$ cat config.mk
export PLATFORM = sky130hd
export DESIGN_NAME = cmp_evt_requester
export DESIGN_NICKNAME = d
export VERILOG_FILES = /design/src/rtl/cmp_evt_pkg.sv /design/src/rtl/cmp_evt_edge.sv /design/src/rtl/cmp_evt_flag.sv /design/src/rtl/cmp_evt_req.sv /design/src/rtl/cmp_evt_requester.sv
export SDC_FILE = /design/constraint.sdc
export NUM_CORES = 1
export LEC_CHECK = 0
export CORE_AREA = 5 5 42 44
export CTS_CLUSTER_DIAMETER = 30
export DETAILED_ROUTE_END_ITERATION = 7
export DIE_AREA = 0 0 47 49
export DONT_BUFFER_PORTS = 1
export GPL_ROUTABILITY_DRIVEN = 0
export SKIP_LAST_GASP = 1
export SLEW_MARGIN = 5
export SYNTH_ARGS = -nofsm -noshare
export SYNTH_HDL_FRONTEND = slang
export SYNTH_SLANG_ARGS = --single-unit
export TNS_END_PERCENT = 100
$ cat constraint.sdc
create_clock -name clk -period 1.4 [get_ports clk]
set_clock_uncertainty 0.15 [all_clocks]
set_input_delay 0.42 -clock clk [delete_from_list [all_inputs] [get_ports clk]]
set_output_delay 0.42 -clock clk [all_outputs]
set_load 0.01 [all_outputs]
$ cat src/rtl/cmp_evt_pkg.sv
package cmp_evt_pkg;
    localparam int NUM_KINDS = 2;
    localparam int KIND_RISE = 0;
    localparam int KIND_FALL = 1;

    typedef logic [NUM_KINDS-1:0] kind_vec_t;

    typedef struct packed {
        logic ref_lvl;
    } edge_st_t;

    typedef struct packed {
        logic pend;
    } flag_st_t;
endpackage

$ cat src/rtl/cmp_evt_edge.sv
module cmp_evt_edge
    import cmp_evt_pkg::*;
(
    input  logic      clk,
    input  logic      rst,
    input  logic      level,
    output kind_vec_t evt
);
    edge_st_t st_d, st_q;

    always_comb begin
        st_d         = st_q;
        st_d.ref_lvl = level;
        evt          = '0;
        evt[KIND_RISE] = level & ~st_q.ref_lvl;
        evt[KIND_FALL] = ~level & st_q.ref_lvl;
    end

    always_ff @(posedge clk) begin
        if (rst) st_q <= '0;
        else     st_q <= st_d;
    end


    ref_track_chk: assert property (@(posedge clk) disable iff (rst)
        1'b1 |=> st_q.ref_lvl == $past(level));
endmodule

$ cat src/rtl/cmp_evt_flag.sv
module cmp_evt_flag (
    input  logic clk,
    input  logic rst,
    input  logic set,
    input  logic clr_sw,
    input  logic clr_dma,
    output logic pend
);
    import cmp_evt_pkg::*;

    flag_st_t st_d, st_q;

    always_comb begin
        st_d = st_q;
        if (clr_sw || clr_dma) st_d.pend = 1'b0;
        if (set)               st_d.pend = 1'b1;
        pend = st_q.pend;
    end

    always_ff @(posedge clk) begin
        if (rst) st_q <= '0;
        else     st_q <= st_d;
    end


    set_wins_chk: assert property (@(posedge clk) disable iff (rst)
        set |=> pend);


    clr_chk: assert property (@(posedge clk) disable iff (rst)
        (clr_sw || clr_dma) && !set |=> !pend);


    sticky_chk: assert property (@(posedge clk) disable iff (rst)
        !set && !clr_sw && !clr_dma |=> pend == $past(pend));
endmodule

$ cat src/rtl/cmp_evt_req.sv
module cmp_evt_req
    import cmp_evt_pkg::*;
(
    input  logic      clk,
    input  logic      rst,
    input  kind_vec_t flags,
    input  kind_vec_t ie,
    input  logic      dma_en,
    input  logic      dma_done,
    output logic      irq,
    output logic      dma_req,
    output kind_vec_t dma_clr
);
    kind_vec_t hit;

    always_comb begin
        hit     = flags & ie;
        irq     = !dma_en && (|hit);
        dma_req = dma_en && (|hit);
        dma_clr = (dma_en && dma_done) ? ie : '0;
    end


    no_both_chk: assert property (@(posedge clk) disable iff (rst)
        !(irq && dma_req));


    irq_masked_chk: assert property (@(posedge clk) disable iff (rst)
        dma_en |-> !irq);


    idle_drop_chk: assert property (@(posedge clk) disable iff (rst)
        (flags & ie) == '0 |-> !irq && !dma_req);
endmodule

$ cat src/rtl/cmp_evt_requester.sv
module cmp_evt_requester
    import cmp_evt_pkg::*;
(
    input  logic clk,
    input  logic rst,
    input  logic cmp_out,
    input  logic ie_rise,
    input  logic ie_fall,
    input  logic dma_en,
    input  logic clr_rise,
    input  logic clr_fall,
    input  logic dma_done,
    output logic flag_rise,
    output logic flag_fall,
    output logic irq,
    output logic dma_req
);
    kind_vec_t evt, flags, ie_vec, clr_vec, dma_clr;

    always_comb begin
        ie_vec            = '0;
        clr_vec           = '0;
        ie_vec[KIND_RISE]  = ie_rise;
        ie_vec[KIND_FALL]  = ie_fall;
        clr_vec[KIND_RISE] = clr_rise;
        clr_vec[KIND_FALL] = clr_fall;
    end

    cmp_evt_edge edge_i (
        .clk   (clk),
        .rst   (rst),
        .level (cmp_out),
        .evt   (evt)
    );

    for (genvar k = 0; k < NUM_KINDS; k++) begin : g_flag
        cmp_evt_flag flag_i (
            .clk     (clk),
            .rst     (rst),
            .set     (evt[k]),
            .clr_sw  (clr_vec[k]),
            .clr_dma (dma_clr[k]),
            .pend    (flags[k])
        );
    end

    cmp_evt_req req_i (
        .clk      (clk),
        .rst      (rst),
        .flags    (flags),
        .ie       (ie_vec),
        .dma_en   (dma_en),
        .dma_done (dma_done),
        .irq      (irq),
        .dma_req  (dma_req),
        .dma_clr  (dma_clr)
    );

    assign flag_rise = flags[KIND_RISE];
    assign flag_fall = flags[KIND_FALL];


    done_vs_edge_chk: assert property (@(posedge clk) disable iff (rst)
        dma_done && dma_en && ie_rise && evt[KIND_RISE] |=> flag_rise && dma_req);
endmodule

# Word level (Yosys, flattened, before mapping)
# Cells that the tools add are included.
word_totals:
  register_bits: 3
  input_bits: 9
  out_inout_bits: 4
op_classes:
  muxes: 5
  bitwise: 5
  reduce_logical: 9
ops:
  columns: ["operator", "n"]
  rows:
  - ["$mux W1", 4]
  - ["$reduce_bool A2 Y1", 2]
  - ["$logic_and A1 B1 Y1", 3]
  - ["$and A1 B1 Y1", 2]
  - ["$and A2 B2 Y2", 1]
  - ["$logic_or A1 B1 Y1", 2]
  - ["$mux W2", 1]
  - ["$not A1 Y1", 2]
  - ["$reduce_or A2 Y1", 1]
  - ["$logic_not A1 Y1", 1]

# Logic depth before layout (Yosys ltp)
# Gate-level depths: netlist of run 1.
depth:
  ltp_word: 5
  depth_mapped: 2
  depth_no_buf: 2

# Hierarchy
# From an unflattened synthesis of run 1, not the netlist that was laid out.
unflattened:
  cells_unflattened: 17
  area_unflattened_um2: 150.1
by_module_without_submodules:
  columns: ["module", "instances", "cells_each", "area_per_inst_um2", "seq_area_each_um2"]
  rows:
  - ["cmp_evt_flag", 2, 4, 37.5, 20.0]
  - ["cmp_evt_edge", 1, 4, 38.8, 20.0]
  - ["cmp_evt_req", 1, 5, 36.3, 0.0]

# Worst setup path before layout of run 1
# Ideal clock, no wire load.
synth_timing:
  path_type: "input to output"
  start: "in ie_rise"
  end: "out dma_req"
  t_arrival_ns: 0.713
  t_required_ns: 0.830
  setup_slack_ns: 0.117
  stages: 2
  n_path_buf: 0
  cell_sequence: "a22oi_1 nor2b_1"
synth_between:
  elab_chain_cells: 3
synth_lines:
  columns: ["item", "line", "source"]
  rows:
  - ["start, declared", "cmp_evt_requester.sv:7", "input logic ie_rise,"]
  - ["$and A2 B2 Y2", "cmp_evt_req.sv:17", "hit = flags & ie;"]
  - ["$reduce_or A2 Y1", "cmp_evt_req.sv:19", "dma_req = dma_en && (|hit);"]
  - ["$logic_and A1 B1 Y1", "cmp_evt_req.sv:19", null]
  - ["end, declared", "cmp_evt_requester.sv:16", "output logic dma_req"]
# No other way between the ends.

# Worst setup path after layout of run 1
layout_timing:
  start: "reg g_flag[0].flag_i.st_q"
  end: "out irq"
layout_between:
  elab_chain_cells: 3
layout_lines:
  columns: ["item", "line", "source"]
  rows:
  - ["start, declared", "cmp_evt_flag.sv:11", "flag_st_t st_d, st_q;"]
  - ["start signal, assigned", "cmp_evt_flag.sv:22", "else st_q <= st_d;"]
  - ["$and A2 B2 Y2", "cmp_evt_req.sv:17", null]
  - ["$reduce_or A2 Y1", "cmp_evt_req.sv:18", "irq = !dma_en && (|hit);"]
  - ["$logic_and A1 B1 Y1", "cmp_evt_req.sv:18", null]
  - ["end, declared", "cmp_evt_requester.sv:15", "output logic irq,"]
# No other way between the ends.

==> results of run 1 <==
[logic make-up after synthesis]
kind of cell           after synthesis
and+or+nand+nor                      7
DFF                                  3
AOI/OAI and AO/OA                    3
buffers and inverters                1
[critical path, cell delays in order, from the launching register on]
cell	delay, ns
dfxtp_2	0.31
a22oi_2	0.20
nor2_2	0.09
[final cells by class]
type | instances | area, um2 | area share
multi-input cells | 10 | 78.8 | 0.384
flip-flops and latches | 3 | 61.3 | 0.299
clock buffers | 4 | 26.3 | 0.128
well taps | 16 | 20.0 | 0.0976
repair buffers | 2 | 15.0 | 0.0732
inverters | 1 | 3.75 | 0.0183
[stage by stage]
step | power, mW | hold slack [ns] | util | instances
2_1_floorplan | 0.108 | 0.307 | - | 14
3_3_place_gp | 0.115 | 0.334 | 0.120 | 32
3_5_place_dp | 0.115 | 0.333 | 0.120 | 32
4_1_cts | 0.280 | 0.140 | 0.146 | 36
5_1_grt | 0.288 | 0.148 | 0.146 | 36
6_report | 0.269 | 0.150 | 0.146 | 36
[flip-flops by register name, summed over array words and instances (netlist names)]
name	flops
edge_i.st_q	1
g_flag.flag_i.pend	2
[what timing repair did]
| action | 4_1_cts | 5_1_grt |
|---|---|---|
| hold buffers | 0 | 0 |
| setup endpoints to repair | 2 | 2 |
| pin swaps | 1 | 0 |
| resized for setup | 4 | 0 |
[power by group]
| part | total [mW] | internal [mW] | switching (mW) | leakage (nW) |
|---|---|---|---|---|
| Clock | 0.152 | 0.107 | 0.0454 | 0.0150 |
| Combinational | 0.0230 | 0.0127 | 0.0103 | 0.0369 |
| Sequential | 0.0937 | 0.0912 | 0.00246 | 0.0251 |
| Total | 0.269 | 0.211 | 0.0582 | 0.0770 |
[synth_stat cells]
cell type  instances  share of area
and3_1             1          0.047
or3b_1             1          0.066
a32o_1             1          0.075
nand3_1            1          0.038
and2b_2            1          0.066
inv_1              1          0.028
o32ai_1            1          0.066
a22oi_1            1          0.057
dfxtp_1            3           0.45
nor2_1             2          0.057
nor2b_1            1          0.047
[path summary, 6_finish.rpt]
path	slack [ns]	cells past startpoint	start	endpoint
worst max-delay path	-0.004	2	g_flag[0].flag_i.pend$_SDFFE_PP0P_	irq
worst min-delay path	0.15	1	rst	g_flag[1].flag_i.pend$_SDFFE_PP0P_
worst max register to register	0.21	3	g_flag[1].flag_i.pend$_SDFFE_PP0P_	g_flag[1].flag_i.pend$_SDFFE_PP0P_
worst min register to register	0.34	2	edge_i.st_q$_SDFF_PP0_	g_flag[1].flag_i.pend$_SDFFE_PP0P_
[routing by layer]
metal	track usage	vias up
li1	-	65
met1	0.0264	63
met2	0.0520	11
met3	0.0369	2
met4	0.0691	0
met5	0	-
==> summary.txt, run 1 <==
Status
  – Status: complete, but fails checks
  – Failing checks: negative setup slack

Drt
  – DR WL met3: 94 um
  – Antenna-violating nets left: 0
  – Routed WL: 386 um
  – DR iter-0 viols: 0
  – Post-Route M1 WL: 99 um
  – WL/cell: 10.7 um
  – DR vias: 141
  – DR top layer: met4
  – WL met2: 175 um
  – DRC errors left: 0
  – DRT Pass-1 Iters: 1
  – Via density per instance: 3.92

Worst setup path
  – Crit start category: flop
  – CP Class: flop to output pin
  – CP Data Required Time: 0.83 ns
  – Crit-path max FO: 2
  – Crit end category: output pin
  – Data arrival, critical path: 0.83 ns

Final layout
  – Area Growth Syn to Fin: 54.7%
  – Fillers: 170
  – Cell area after layout: 205 um2
  – Most frequent cells in the layout: clkbuf_4, dfxtp_1, buf_4
  – Antenna fix cells: 0
  – Share of cells above drive strength 1: 0.500
  – Commonest non-fill, non-tap cell in the layout: clkbuf_4
  – Nets@finish: 30

Floorplan
  – Full die area: 2300 um2
  – Die H: 49 um
  – IO Count: 13
  – Placeable Area: 1400 um2
  – Starting Density: 0.0946
  – Die W: 47 um
  – # rows: 14

Logic synthesis
  – Ys Warns: 0
  – Post-Synthesis Cells: 14
  – Synth Area per Inst: 9.47 um2
  – Main combinational cell family by area after synthesis: simple AND/OR/NAND/NOR gates
  – Mapped Area: 133 um2
  – Synth Area in Compound Gates: 0.198
  – Synthesized net count: 23
  – Post-synthesis simple-gate area fraction: 0.321
  – XOR/XNOR share of the synthesized area: 0
  – Synth Register Bits: 3
  – Post-Synth Adder-Cell Area: 0
  – Synth cell types: 11
  – Mux contribution to synthesized area: 0
  – Register area share after synthesis: 0.453

Timing
  – Setup WS post-layout: -0.00386 ns
  – Max Fclk: 0.712 GHz
  – Post-layout minimum cycle time: 1.40 ns
  – Total negative slack: -0.00440 ns
  – Worst slew pin tran: 0.238 ns
  – Hold Vio Cnt, Final: 0
  – RSZ-0062 raised after global routing: true
  – Slew HR: 0.841
  – Max-slew violation count: 0
  – Setup violators final: 2
  – Final period util: 1.00

Global routing
  – Largest net degree at the start of global routing: 5
  – Vias in the first global route: 164
  – Initial antenna violation count: 0
  – GRT Total Usage: 0.0423
  – Overflow after GRT: 0
  – First-pass GRT wire length: 552 um

Clock network
  – Root Driver: clkbuf_4
  – Clock Latency Late Sink: 0.23 ns
  – CTS Sinks: 3
  – Maximum clock path buffer count: 2
  – Reg clk slew, reported paths: 0.04 ns
  – TritonCTS clock tree: yes
  – CTS HTree Levels: 1
  – Total CTS buffers: 3
  – Postcts setup bufs: 0

Hold path
  – Worst hold path class: input port to flop

Place
  – DP Worst Slack: 0.0706 ns
  – Post-DP Area: 168 um2
  – IO buf count: 0

Power and ir drop
  – Power per cell area: 1310 nW/um2
  – Pleak: 0.0770 nW
  – Max IR drop VDD: 0.000140 V

Job
  – Max_cap viols: 0
Note: power is estimated with default switching activity, not from simulation.
==> run 2, diff against run 1 <==
ABC_AREA = 1   (was unset)
==> summary.txt, run 2 <==
Status
  – Status: complete, but fails checks (unchanged)
  – Failing checks: negative setup slack (unchanged)

Global routing
  – Vias in the first global route: 188 (was 164)
  – First-pass GRT wire length: 669 um (was 552 um)
  – Overflow after GRT: 0 (unchanged)
  – GRT Total Usage: 0.0465 (was 0.0423)
  – Initial antenna violation count: 0 (unchanged)
  – Largest net degree at the start of global routing: 5 (unchanged)

Floorplan
  – # rows: 14 (unchanged)
  – IO Count: 13 (unchanged)
  – Full die area: 2300 um2 (unchanged)
  – Placeable Area: 1400 um2 (unchanged)
  – Die H: 49 um (unchanged)
  – Die W: 47 um (unchanged)
  – Starting Density: 0.108 (was 0.0946)

Logic synthesis
  – Synth top area cells: dfxtp_1, nand2_1, inv_1 (was dfxtp_1, a32o_1, and2b_2)
  – Mapped Area: 151 um2 (was 133 um2)
  – Ys Warns: 0 (unchanged)
  – Synthesized net count: 31 (was 23)
  – Post-synth top area cell: dfxtp_1 (unchanged)
  – Post-synth top flop: dfxtp_1 (unchanged)
  – Synth cell types: 9 (was 11)
  – EDFF count, synth: 0 (unchanged)
  – Synth Register Bits: 3 (unchanged)
  – Synth Area per Inst: 6.88 um2 (was 9.47 um2)
  – Top cell type's share of synthesized area: 0.397 (was 0.453)
  – Share of flip-flops with an asynchronous set or reset: 0 (unchanged)
  – Post-Synthesis Cells: 22 (was 14)
  – Synth cell count leaders: nand2_1, inv_1, dfxtp_1, nand3_1, nor2_2 (was dfxtp_1, nor2_1)
  – Most instantiated library cell after synthesis: nand2_1 (was dfxtp_1)
  – Register area share after synthesis: 0.397 (was 0.453)

Clock network
  – # hold bufs at CTS: 0 (unchanged)
  – CTS Sinks: 3 (unchanged)
  – Total CTS buffers: 3 (unchanged)
  – CTS HTree Levels: 1 (unchanged)
  – TritonCTS clock tree: yes (unchanged)
  – Maximum clock path buffer count: 2 (unchanged)
  – Reg clk slew, reported paths: 0.04 ns (about the same)
  – Root Driver: clkbuf_4 (unchanged)
  – Clock Latency Late Sink: 0.23 ns (about the same)

Drt
  – DRC errors left: 0 (unchanged)
  – DR iter-0 viols: 3 (was 0)
  – DRT Pass-1 Iters: 2 (was 1)
  – DR vias: 169 (was 141)
  – Routed WL: 435 um (was 386 um)
  – Antenna-violating nets left: 0 (unchanged)
  – WL/cell: 9.46 um (was 10.7 um)
  – Via density per instance: 3.67 (was 3.92)

Hold path
  – Worst hold path class: input port to flop (unchanged)
  – HP Start: rst (unchanged)

Final layout
  – Largest register FFs: 2 (unchanged)
  – Post-layout util: 0.173 (was 0.146)
  – Area Growth Syn to Fin: 60.3% (was 54.7%)
  – Antenna fix cells: 0 (unchanged)
  – Share of cells above drive strength 1: 0.533 (was 0.500)
  – Nets@finish: 40 (was 30)
  – Commonest non-fill, non-tap cell in the layout: inv_1 (was clkbuf_4)
  – Most frequent cells in the layout: inv_1, nand2_1, buf_4 (was clkbuf_4, dfxtp_1, buf_4)

Worst setup path
  – R2r setup slk: 0.44 ns (was 0.21 ns)
  – Crit start category: flop (unchanged)
  – CP Class: flop to output pin (unchanged)
  – Crit-path max FO: 2 (unchanged)
  – Crit end category: output pin (unchanged)
  – CP Data Required Time: 0.83 ns (about the same)
  – Critical Path Source: g_flag[1].flag_i.pend$_SDFFE_PP0P_ (was g_flag[0].flag_i.pend$_SDFFE_PP0P_)
  – R2R depth: 4 (was 3)
  – Worst R2R Start: g_flag[0].flag_i.pend$_SDFFE_PP0P_ (was g_flag[1].flag_i.pend$_SDFFE_PP0P_)
  – Worst reg2reg path endpoint: g_flag[0].flag_i.pend$_SDFFE_PP0P_ (was g_flag[1].flag_i.pend$_SDFFE_PP0P_)
  – Data arrival, critical path: 0.88 ns (was 0.83 ns)
  – End of the critical path: dma_req (was irq)

Timing
  – RSZ-0062 raised after global routing: true (unchanged)
  – Final period util: 1.04 (was 1.00)
  – Hold WS: 0.0870 ns (was 0.150 ns)
  – Setup WS post-layout: -0.0510 ns (was -0.00386 ns)
  – Setup violators final: 1 (was 2)
  – Total negative slack: -0.0510 ns (was -0.00440 ns)
  – Worst slew pin tran: 0.160 ns (was 0.238 ns)
  – Max-slew violation count: 0 (unchanged)
  – Slew HR: 0.893 (was 0.841)
  – Post-layout minimum cycle time: 1.45 ns (was 1.40 ns)
  – Hold Vio Cnt, Final: 0 (unchanged)
  – Max Fclk: 0.689 GHz (was 0.712 GHz)

Power and ir drop
  – Power per cell area: 1140 nW/um2 (was 1310 nW/um2)
  – Pleak: 0.106 nW (was 0.0770 nW)
  – Max IR drop VDD: 0.000360 V (was 0.000140 V)

Place
  – DP Worst Slack: 0.0322 ns (was 0.0706 ns)
  – DP Wirelength: 341 um
  – IO buf count: 0 (unchanged)

Job
  – Max_cap viols: 0 (unchanged)
[run 2: cell count changes after synthesis, moves of 2 or more]
cell     before  now
nand2_1       0    6
inv_1         1    5
nor2_1        2    0
nor2_2        0    2
[run 2: where the power goes]
| group | internal, mW | switching (mW) | total (mW) |
|---|---|---|---|
| registers | 0.0914 | 0.00294 | 0.0944 |
| clock network | 0.107 | 0.0467 | 0.154 |
| logic | 0.0149 | 0.0139 | 0.0289 |
| total | 0.213 | 0.0635 | 0.277 |
[run 2: layout make-up]
class	count	area, um2
inverters	5	18.8
well taps	16	20.0
flip-flops and latches	3	62.6
repair buffers	4	30.0
fillers	177	1160
clock buffers	4	26.3
multi-input cells	14	85.1
[run 2: per-stage QoR]
stage               area [um2]  std cells  total power, mW
floorplan                  151         22            0.109
global placement           194         41            0.118
detailed placement         194         41            0.119
CTS                        225         45            0.283
global route               243         46            0.303
finish                     243         46            0.277
[run 2: worst min path at each step]
stage / end / slack [ns] / cells past startpoint
2_1_floorplan: g_flag[0].flag_i.pend$_SDFFE_PP0P_ / 0.29 / 3
3_3_place_gp: g_flag[0].flag_i.pend$_SDFFE_PP0P_ / 0.31 / 3
3_5_place_dp: g_flag[1].flag_i.pend$_SDFFE_PP0P_ / 0.31 / 2
4_1_cts: g_flag[1].flag_i.pend$_SDFFE_PP0P_ / 0.08 / 1
5_1_grt: g_flag[1].flag_i.pend$_SDFFE_PP0P_ / 0.07 / 1
6_report: g_flag[1].flag_i.pend$_SDFFE_PP0P_ / 0.09 / 1
[run 2: metal layers]
| metal | GRT usage | wire length [um] | share of wire |
|---|---|---|---|
| met1 | 0.0374 | 140 | 0.32 |
| met2 | 0.0588 | 188 | 0.43 |
| met3 | 0.0627 | 106 | 0.24 |
| met4 | 0.0276 | 0 | 0 |
| met5 | 0 | 0 | 0 |
[run 2: kinds of logic (layout without fill, tap and decap cells)]
family,Yosys count,after routing,share of synthesized area
simple gates,11,11,0.339
flops,3,3,0.397
buf+inv,5,13,0.124
compound gates,3,3,0.140
[run 2: worst max-delay path: stages (launching register included)]
cell,delay [ns]
dfxtp_2,0.33
nand2_2,0.06
a21boi_2,0.13
buf_4,0.13
[run 2: timing repair]
action                     in CTS  in global routing
pin swaps                       1                  1
gates resized for setup         4                  3
setup endpoints to repair       2                  2
setup buffers                   0                  1
==> run 3, diff against run 2 <==
CORE_AREA = 2 2 39 41   (was 5 5 42 44)
DIE_AREA = 0 0 41 43   (was 0 0 47 49)
==> summary.txt, run 3 (synthesis gave the netlist of run 2 again) <==
Timing
  – Slew HR: 0.891 (was 0.893)
  – Setup WS post-layout: -0.0377 ns (was -0.0510 ns)
  – Post-layout minimum cycle time: 1.44 ns (was 1.45 ns)
  – RSZ-0062 raised after global routing: true (unchanged)
  – Final period util: 1.03 (was 1.04)
  – Setup violators final: 1 (unchanged)
  – Hold Vio Cnt, Final: 0 (unchanged)
  – Worst slew pin tran: 0.164 ns (was 0.160 ns)
  – Hold WS: 0.0879 ns (was 0.0870 ns)
  – Max-slew violation count: 0 (unchanged)
  – Max Fclk: 0.696 GHz (was 0.689 GHz)

Drt
  – Routed WL: 369 um (was 435 um)
  – DRC errors left: 0 (unchanged)
  – DR iter-0 viols: 1 (was 3)
  – DR vias: 158 (was 169)
  – WL/cell: 8.20 um (was 9.46 um)
  – DRT Pass-1 Iters: 3 (was 2)
  – Via density per instance: 3.51 (was 3.67)
  – Antenna-violating nets left: 0 (unchanged)

Final layout
  – Area Growth Syn to Fin: 55.4% (was 60.3%)
  – Fillers: 154 (was 177)
  – Post-layout util: 0.170 (was 0.173)
  – Commonest non-fill, non-tap cell in the layout: inv_1 (unchanged)
  – Nets@finish: 39 (was 40)
  – Share of cells above drive strength 1: 0.517 (was 0.533)
  – Most frequent cells in the layout: inv_1, nand2_1, clkbuf_4, buf_4 (was inv_1, nand2_1, buf_4)
  – Largest register FFs: 2 (unchanged)
  – Antenna fix cells: 0 (unchanged)

Floorplan
  – # rows: 14 (unchanged)
  – Die H: 43 um (was 49 um)
  – Die W: 41 um (was 47 um)
  – Starting Density: 0.109 (was 0.108)
  – Placeable Area: 1380 um2 (was 1400 um2)
  – IO Count: 13 (unchanged)
  – Full die area: 1760 um2 (was 2300 um2)

Clock network
  – Reg clk slew, reported paths: 0.04 ns (about the same)
  – CTS HTree Levels: 1 (unchanged)
  – # hold bufs at CTS: 0 (unchanged)
  – TritonCTS clock tree: yes (unchanged)
  – Clock Latency Late Sink: 0.23 ns (about the same)
  – Root Driver: clkbuf_4 (unchanged)
  – Postcts setup bufs: 0 (unchanged)
  – Maximum clock path buffer count: 2 (unchanged)
  – Total CTS buffers: 3 (unchanged)
  – CTS Sinks: 3 (unchanged)

Worst setup path
  – R2R depth: 5 (was 4)
  – Critical Path Source: g_flag[1].flag_i.pend$_SDFFE_PP0P_ (unchanged)
  – Crit start category: flop (unchanged)
  – Crit end category: output pin (unchanged)
  – R2r setup slk: 0.46 ns (was 0.44 ns)
  – CP Class: flop to output pin (unchanged)
  – CP Data Required Time: 0.83 ns (about the same)
  – Worst R2R Start: g_flag[1].flag_i.pend$_SDFFE_PP0P_ (was g_flag[0].flag_i.pend$_SDFFE_PP0P_)
  – Worst reg2reg path endpoint: g_flag[1].flag_i.pend$_SDFFE_PP0P_ (was g_flag[0].flag_i.pend$_SDFFE_PP0P_)
  – Crit-path max FO: 2 (unchanged)
  – End of the critical path: dma_req (unchanged)
  – Data arrival, critical path: 0.87 ns (was 0.88 ns)

Status
  – Status: complete, but fails checks (unchanged)
  – Failing checks: negative setup slack (unchanged)

Global routing
  – First-pass GRT wire length: 558 um (was 669 um)
  – Largest net degree at the start of global routing: 5 (unchanged)
  – GRT Total Usage: 0.0531 (was 0.0465)
  – Initial antenna violation count: 0 (unchanged)
  – Overflow after GRT: 0 (unchanged)
  – Vias in the first global route: 146 (was 188)

Power and ir drop
  – Sw frac: 0.226 (was 0.230)
  – Clock share of power: 0.559 (was 0.555)
  – Max IR drop VDD: 0.000378 V (was 0.000360 V)
  – Seq pwr share: 0.346 (was 0.341)
  – Pleak: 0.101 nW (was 0.106 nW)
  – Internal power: 211 uW (was 213 uW)
  – Power per cell area: 1160 nW/um2 (was 1140 nW/um2)
  – Comb pwr share: 0.095 (was 0.104)
  – Net switching power: 61.5 uW (was 63.5 uW)

Job
  – Max_cap viols: 0 (unchanged)

Hold path
  – Worst hold path class: input port to flop (unchanged)

Place
  – DP Worst Slack: 0.0468 ns (was 0.0322 ns)
  – IO buf count: 0 (unchanged)
  – DP Wirelength: 299 um (was 341 um)
==> run 3: changes by cell type in the layout (fill, tap and decap cells not counted), sizes merged <==
cell	previous run	this run
buf	4	3
==> run 3: worst max-delay path, cell delays in order, from the launching register on <==
cell	delay, ns
dfxtp_2	0.33
nand2_2	0.06
a21boi_2	0.13
buf_4	0.12
==> run 3: what timing repair did <==
| action | 4_1_cts | 5_1_grt |
|---|---|---|
| gates resized for setup | 6 | 1 |
| pin swaps | 1 | 1 |
| endpoints found under the setup margin | 2 | 2 |
==> run 3: layer usage <==
layer	vias up	GRT usage	share of wire	wire length, um
li1	82	-	-	-
met1	65	0.0511	0.42	155
met2	11	0.0688	0.42	155
met3	0	0.0471	0.16	59
met4	0	0.0400	0	0
met5	-	0	0	0
==> run 3: area by class of cell <==
class | instances | area, um2 | share of cell area
flip-flops and latches | 3 | 62.6 | 0.266
inverters | 5 | 18.8 | 0.0798
well taps | 16 | 20.0 | 0.0851
clock buffers | 4 | 26.3 | 0.112
repair buffers | 3 | 22.5 | 0.0957
multi-input cells | 14 | 85.1 | 0.362
==> run 3: metrics by stage <==
step | cells | area, um2 | TNS (ns) | total power, mW
after floorplan | 22 | 151 | 0 | 0.109
after detailed placement | 41 | 194 | 0 | 0.119
final | 45 | 235 | -0.0377 | 0.272
after global placement | 41 | 194 | 0 | 0.118
after global routing | 45 | 235 | -0.148 | 0.294
after CTS | 45 | 231 | -0.0689 | 0.280
==> run 3: power groups by stage <==
stage	combinational [mW]	clock (mW)	sequential (mW)
after global placement	0.0236	0	0.0943
after detailed placement	0.0241	0	0.0944
final	0.0259	0.152	0.0943
after CTS	0.0257	0.159	0.0945
after global routing	0.0299	0.169	0.0948
after floorplan	0.0131	0	0.0963
==> run 3: worst min-delay path by stage <==
stage	endpoint	slack [ns]	depth (start not counted)	startpoint
finish	g_flag[1].flag_i.pend$_SDFFE_PP0P_	0.09	1	rst
global placement	g_flag[0].flag_i.pend$_SDFFE_PP0P_	0.31	3	edge_i.st_q$_SDFF_PP0_
detailed placement	g_flag[0].flag_i.pend$_SDFFE_PP0P_	0.31	3	edge_i.st_q$_SDFF_PP0_
CTS	g_flag[1].flag_i.pend$_SDFFE_PP0P_	0.08	1	rst
global route	g_flag[1].flag_i.pend$_SDFFE_PP0P_	0.08	1	rst
floorplan	g_flag[0].flag_i.pend$_SDFFE_PP0P_	0.29	3	edge_i.st_q$_SDFF_PP0_
